<file path="src/rtl/fbf_pkg.sv">
package fbf_pkg;
  localparam int LO_W = 7;
  localparam logic [LO_W-1:0] LO_TOP = '1;
  typedef logic [7:0] byte_t;
endpackage

</file>
<file path="src/rtl/fbf_base_reg.sv">
module fbf_base_reg #(
  parameter int BASE_W = 12,
  parameter logic [7:0] PORT_LO = 8'h40,
  parameter logic [7:0] PORT_HI = 8'h41
) (
  input  logic              clk,
  input  logic              rst_n,
  input  logic              io_wr,
  input  logic [7:0]        io_port,
  input  logic [7:0]        io_wdata,
  output logic [BASE_W-1:0] base
);
  logic [BASE_W-1:0] base_q, base_d;

  generate
    if (BASE_W > 8) begin : g_two_ports
      always_comb begin
        base_d = base_q;
        if (io_wr && io_port == PORT_LO) base_d[7:0] = io_wdata;
        if (io_wr && io_port == PORT_HI) base_d[BASE_W-1:8] = io_wdata[BASE_W-9:0];
      end
    end else begin : g_one_port
      always_comb begin
        base_d = base_q;
        if (io_wr && io_port == PORT_LO) base_d = io_wdata[BASE_W-1:0];
      end
    end
  endgenerate

  always_ff @(posedge clk or negedge rst_n) begin
    if (!rst_n) base_q <= '0;
    else        base_q <= base_d;
  end

  assign base = base_q;


  base_write_only_chk: assert property (@(posedge clk) disable iff (!rst_n)
    !$stable(base_q) |-> $past(io_wr));
endmodule

</file>
<file path="src/rtl/fbf_index.sv">
module fbf_index
  import fbf_pkg::*;
#(
  parameter int EXT_W = 3
) (
  input  logic             clk,
  input  logic             rst_n,
  input  logic             rfsh,
  input  logic [LO_W-1:0]  rf_addr,
  output logic [EXT_W-1:0] ext_now
);
  logic             rfsh_q;
  logic [LO_W-1:0]  prev_q, prev_d;
  logic [EXT_W-1:0] ext_q, ext_d;
  logic             wrap;

  always_comb begin
    wrap    = rfsh && !rfsh_q && (rf_addr == '0) && (prev_q == LO_TOP);
    ext_d   = wrap ? ext_q + EXT_W'(1) : ext_q;
    prev_d  = rfsh ? rf_addr : prev_q;
  end

  always_ff @(posedge clk or negedge rst_n) begin
    if (!rst_n) begin
      rfsh_q <= 1'b0;
      prev_q <= '0;
      ext_q  <= '0;
    end else begin
      rfsh_q <= rfsh;
      prev_q <= prev_d;
      ext_q  <= ext_d;
    end
  end

  assign ext_now = ext_d;


  ext_step_chk: assert property (@(posedge clk) disable iff (!rst_n)
    !$stable(ext_q) |-> ext_q == EXT_W'($past(ext_q) + EXT_W'(1)));
endmodule

</file>
<file path="src/rtl/fbf_capture.sv">
module fbf_capture
  import fbf_pkg::*;
#(
  parameter int IDX_W = 10
) (
  input  logic             clk,
  input  logic             rst_n,
  input  logic             rfsh,
  input  logic [IDX_W-1:0] idx,
  input  byte_t            mem_rdata,
  output byte_t            pix_data,
  output logic             pix_valid,
  output logic             frame_start
);
  logic  rfsh_q, zero_q, zero_d, valid_q, valid_d, fs_q, fs_d, done;
  byte_t hold_q, hold_d, data_q, data_d;

  always_comb begin
    done    = rfsh_q && !rfsh;
    hold_d  = rfsh ? mem_rdata : hold_q;
    zero_d  = rfsh ? (idx == '0) : zero_q;
    valid_d = done;
    data_d  = done ? hold_q : data_q;
    fs_d    = done && zero_q;
  end

  always_ff @(posedge clk or negedge rst_n) begin
    if (!rst_n) begin
      rfsh_q  <= 1'b0;
      hold_q  <= '0;
      zero_q  <= 1'b0;
      valid_q <= 1'b0;
      data_q  <= '0;
      fs_q    <= 1'b0;
    end else begin
      rfsh_q  <= rfsh;
      hold_q  <= hold_d;
      zero_q  <= zero_d;
      valid_q <= valid_d;
      data_q  <= data_d;
      fs_q    <= fs_d;
    end
  end

  assign pix_data    = data_q;
  assign pix_valid   = valid_q;
  assign frame_start = fs_q;


  valid_pulse_chk: assert property (@(posedge clk) disable iff (!rst_n)
    pix_valid |=> !pix_valid);
endmodule

</file>
<file path="src/rtl/rfsh_fb_fetcher.sv">
module rfsh_fb_fetcher
  import fbf_pkg::*;
#(
  parameter int PHYS_W = 22,
  parameter int EXT_W = 3,
  parameter logic [7:0] PORT_LO = 8'h40,
  parameter logic [7:0] PORT_HI = 8'h41
) (
  input  logic              clk,
  input  logic              rst_n,
  input  logic              rfsh,
  input  logic [6:0]        rf_addr,
  input  logic [PHYS_W-1:0] cpu_paddr,
  input  logic [7:0]        mem_rdata,
  input  logic              io_wr,
  input  logic [7:0]        io_port,
  input  logic [7:0]        io_wdata,
  output logic [PHYS_W-1:0] phys_addr,
  output logic              map_bypass,
  output logic [7:0]        pix_data,
  output logic              pix_valid,
  output logic              frame_start
);
  localparam int IDX_W  = LO_W + EXT_W;
  localparam int BASE_W = PHYS_W - IDX_W;

  logic [1:0]        rst_sync;
  logic              rst_i;
  logic [BASE_W-1:0] base;
  logic [EXT_W-1:0]  ext_now;
  logic [IDX_W-1:0]  idx;

  always_ff @(posedge clk or negedge rst_n) begin
    if (!rst_n) rst_sync <= 2'b00;
    else        rst_sync <= {rst_sync[0], 1'b1};
  end
  assign rst_i = rst_sync[1];

  fbf_base_reg #(.BASE_W(BASE_W), .PORT_LO(PORT_LO), .PORT_HI(PORT_HI)) u_base (
    .clk(clk), .rst_n(rst_i), .io_wr(io_wr), .io_port(io_port),
    .io_wdata(io_wdata), .base(base));

  fbf_index #(.EXT_W(EXT_W)) u_index (
    .clk(clk), .rst_n(rst_i), .rfsh(rfsh), .rf_addr(rf_addr), .ext_now(ext_now));

  assign idx = {ext_now, rf_addr};

  fbf_capture #(.IDX_W(IDX_W)) u_cap (
    .clk(clk), .rst_n(rst_i), .rfsh(rfsh), .idx(idx), .mem_rdata(mem_rdata),
    .pix_data(pix_data), .pix_valid(pix_valid), .frame_start(frame_start));

  always_comb begin
    map_bypass = rfsh;
    phys_addr  = rfsh ? {base, idx} : cpu_paddr;
  end


  fs_with_valid_chk: assert property (@(posedge clk) disable iff (!rst_i)
    frame_start |-> pix_valid);

  valid_after_rfsh_chk: assert property (@(posedge clk) disable iff (!rst_i)
    pix_valid |-> ($past(rfsh, 2) && !$past(rfsh)));
endmodule

</file>
<file path="config.mk">
export PLATFORM = sky130hd
export DESIGN_NAME = rfsh_fb_fetcher
export DESIGN_NICKNAME = d
export VERILOG_FILES = /design/src/rtl/fbf_pkg.sv /design/src/rtl/fbf_base_reg.sv /design/src/rtl/fbf_index.sv /design/src/rtl/fbf_capture.sv /design/src/rtl/rfsh_fb_fetcher.sv
export SDC_FILE = /design/constraint.sdc
export NUM_CORES = 1
export LEC_CHECK = 0
export BUFFER_PORTS_ARGS = -buffer_cell sky130_fd_sc_hd__buf_2
export CORE_UTILIZATION = 50
export DETAILED_ROUTE_END_ITERATION = 8
export PLACE_DENSITY = 0.95
export SYNTH_ARGS = -nofsm -noshare
export SYNTH_HDL_FRONTEND = slang
export SYNTH_SLANG_ARGS = --single-unit
</file>
<file path="constraint.sdc">
create_clock -name clk -period 2.85 [get_ports clk]
set_input_delay 0.1425 -clock clk [delete_from_list [all_inputs] [get_ports clk]]
set_output_delay 0.1425 -clock clk [all_outputs]
set_load 0.005 [all_outputs]
</file>
==> impl_metrics.tcl <==
set metrics [dict create \
    status "finished clean" \
    core_sq_mm 0.00377 \
    path_clk_slew_ns 0.07 \
    grt_pass1_wl_mm 6.64 \
    synth_largest_area_cell "dfrtp_1" \
    cts_tree "yes" \
    drt-initial-drc-count 150 \
    cap_violations 0 \
    ys_top_cells_by_area "dfrtp_1 (54%), mux2_2 (24%), o21ai_0 (3.7%)" \
    crit_chain "nand4b_1 -> nor4_4 -> mux2_2 -> mux2_2 -> buf_2" \
    gp_congestion 0.788 \
    synth_top_area_share_pct 54.3 \
    post_synth_instance_area_sq_mm 0.00203 \
    cts_root_buf "clkbuf_8" \
    hold_buffers 1 \
    ir_drop_mv 0.311 \
    finalHoldViolCount 0 \
    synth_compound_area_share_pct 5.86 \
    tightest_slew_ns 0.880 \
    ant_nets 0 \
    rsz0062_at_grt "no" \
    grt.total_usage_pct 21.0 \
    p_per_area_mw_per_mm2 514 \
    cp_slowest_stage_delay_ns 0.44 \
    final_max_slew_viol_count 0 \
    fin_crit_sh_pct 80.3 \
    grt_max_degree 51 \
    synth_simple_gate_area_share_pct 9.63 \
    post_cts_resize_count 0 \
    postRouteWirelength_mm 4.06 \
    die_y_um 65.7 \
    critPathCaptureType "output port" \
    drcViolationCount 0 \
    path_buf_inv 1 \
    layout_common_cells "buf_2 (89), mux2_2 (43), dfrtp_1 (43)" \
    finalCriticalPeriod_ns 2.29 \
    crit_type "reg2out" \
    synth_top_family_by_area "multiplexers" \
    skew_ns 0.00374 \
    clock_sinks 44 \
    seq_area_frac_synth_pct 54.3 \
    cts_buffer_depth 2 \
    ys_seq_elements 44 \
    synth_fa_ha_area_share_pct 0.617 \
    synth.distinct_cells 30 \
    clock_latency_ns 0.29 \
    grt_pass1_vias 1534 \
    layout-drive-gt1-share_pct 58.0 \
    grt_antenna_before_repair 0 \
    antennaDiodeCount 0 \
    slowest_stage "nor4_4" \
    synth.area.mux_share_pct 23.9 \
    cts.htree.levels 2 \
    crit_top_cell "mux2_2" \
    min_path_type "in2reg" \
    post_cts_buffers 0 \
    dr_total_vias 1534 \
    portBuffers 89 \
    synthArstFlopShare_pct 100 \
    io_pins 90 \
    wire_per_inst_um 13.4 \
    synth-xor-area-share_pct 0.864 \
    cts_made_buffers 5 \
    slew_headroom_pct 41.3 \
    tns_ns 0 \
    leakagePower_nw 1.41 \
    syn_avg_cell_area_sq_um 12.5 \
    cp_max_fo 6 \
    gr-total-overflow 0 \
    dp.final_hpwl_mm 3.02 \
    syn-num-nets 220 \
    setup_violations 0 \
    start_util_pct 53.7 \
    syn-instance-count 162 \
    die_x_um 65.7 \
    ys_warn_count 0 \
    final_common_cell "buf_2" \
    synthFlopType "dfrtp_1" \
    drtPass1Iterations 4 \
    viasPerCell 5.06 \
    die_area_sq_mm 0.00431 \
    finalPower_mw 1.36 \
    arrival_ns 2.15 \
    areaGrowthSynthToFinish_pct 30.1 \
    nNetsFinal 312 \
    fill_cells 264 \
    worst_ep_required_time_ns 2.71 \
    crit_family "simple AND/OR/NAND/NOR gates" \
    cp-start-kind "flop" \
    synth-edff-count 0 \
    std_cell_rows 22 \
    fmax_mhz 437 \
]
-- metrics by stage --
stage / util [%] / hold slack [ns] / cell area, sq um / std cells / setup WS (ns)
after floorplan: - / -0.153 / 2030 / 162 / 0.980
after global placement: 66.8 / -0.0713 / 2520 / 294 / 0.687
after detailed placement: 66.8 / -0.0689 / 2520 / 294 / 0.676
after CTS: 69.9 / 0.0725 / 2640 / 303 / 0.549
after global routing: 69.9 / 0.0668 / 2640 / 303 / 0.456
final: 69.9 / 0.0778 / 2640 / 303 / 0.561
-- synthesized netlist by cell type, drive strengths merged (3+ instances only) --
| master | count |
|---|---|
| clkbuf | 3 |
| nand2 | 10 |
| dfrtp | 44 |
| or4 | 3 |
| o21ai | 15 |
| mux2 | 43 |
| nor2 | 3 |
| nor2b | 4 |
| inv | 17 |
| buf | 4 |
-- routing by layer --
metal,GRT usage (%),part of all wire [%],up-vias
met5,0,0,-
met4,6.79,1.6,0
met3,6.77,5.4,9
met2,38.8,55,57
met1,22.1,38,736
li1,-,-,732
-- report_power, final --
part	total (mW)	switching, mW	internal [mW]
sequential	0.713	0.0361	0.677
combinational	0.186	0.0726	0.113
clock	0.457	0.197	0.260
total	1.36	0.306	1.05
-- area by class of cell --
type | instances | area, sq um | share of cell area, %
timing repair buffer | 92 | 470 | 17.8
clock buffer | 6 | 72.6 | 2.75
multi-input combinational | 94 | 832 | 31.6
clock inverter | 2 | 35.0 | 1.33
sequential | 44 | 1100 | 41.8
tap | 48 | 60.1 | 2.28
inverter | 17 | 63.8 | 2.42
-- cells by family (layout without fill, tap and decap cells) --
family,Yosys count,count (layout)
DFF,44,44
muxes,43,43
and+or+nand+nor,27,27
buffers and inverters,24,117
AOI/OAI and AO/OA,20,20
xor gates and xnor gates,2,2
adders and majority gates,1,1
other,1,1
-- registers in the layout (all words and copies together) (netlist names) --
signal             count
u_base.base           12
u_cap.hold_q           8
u_cap.pix_data         8
u_index.prev_q         7
u_index.ext_q          3
rst_sync               2
u_cap.frame_start      1
u_cap.pix_valid        1
u_cap.zero_q           1
u_index.rfsh_q         1
-- worst paths after layout --
kind / start / end / slack (ns) / cells past startpoint
hold / removal: mem_rdata[5] / u_cap.hold_q[5]$_DFFE_PN0P_ / 0.08 / 2
min in group asynchronous: rst_n / rst_sync[0]$_DFF_PN0_ / 0.17 / 2
max in group asynchronous: rst_sync[1]$_DFF_PN0_ / u_cap.pix_data[6]$_DFFE_PN0P_ / 1.90 / 0
setup reg to reg: u_index.ext_q[0]$_DFF_PN0_ / u_cap.zero_q$_DFFE_PN0P_ / 1.25 / 4
setup / recovery: u_index.rfsh_q$_DFF_PN0_ / phys_addr[8] / 0.56 / 5
hold reg to reg: rst_sync[0]$_DFF_PN0_ / rst_sync[1]$_DFF_PN0_ / 0.36 / 0
-- worst register-to-register path, delay by kind of cell (launching register included) --
| kind | cells | cell delay, ns |
|---|---|---|
| fa+ha+maj | 1 | 0.26 |
| compound gates | 2 | 0.66 |
| flops | 1 | 0.43 |
| simple gates | 1 | 0.15 |
Power figures use the tool's default switching activity.
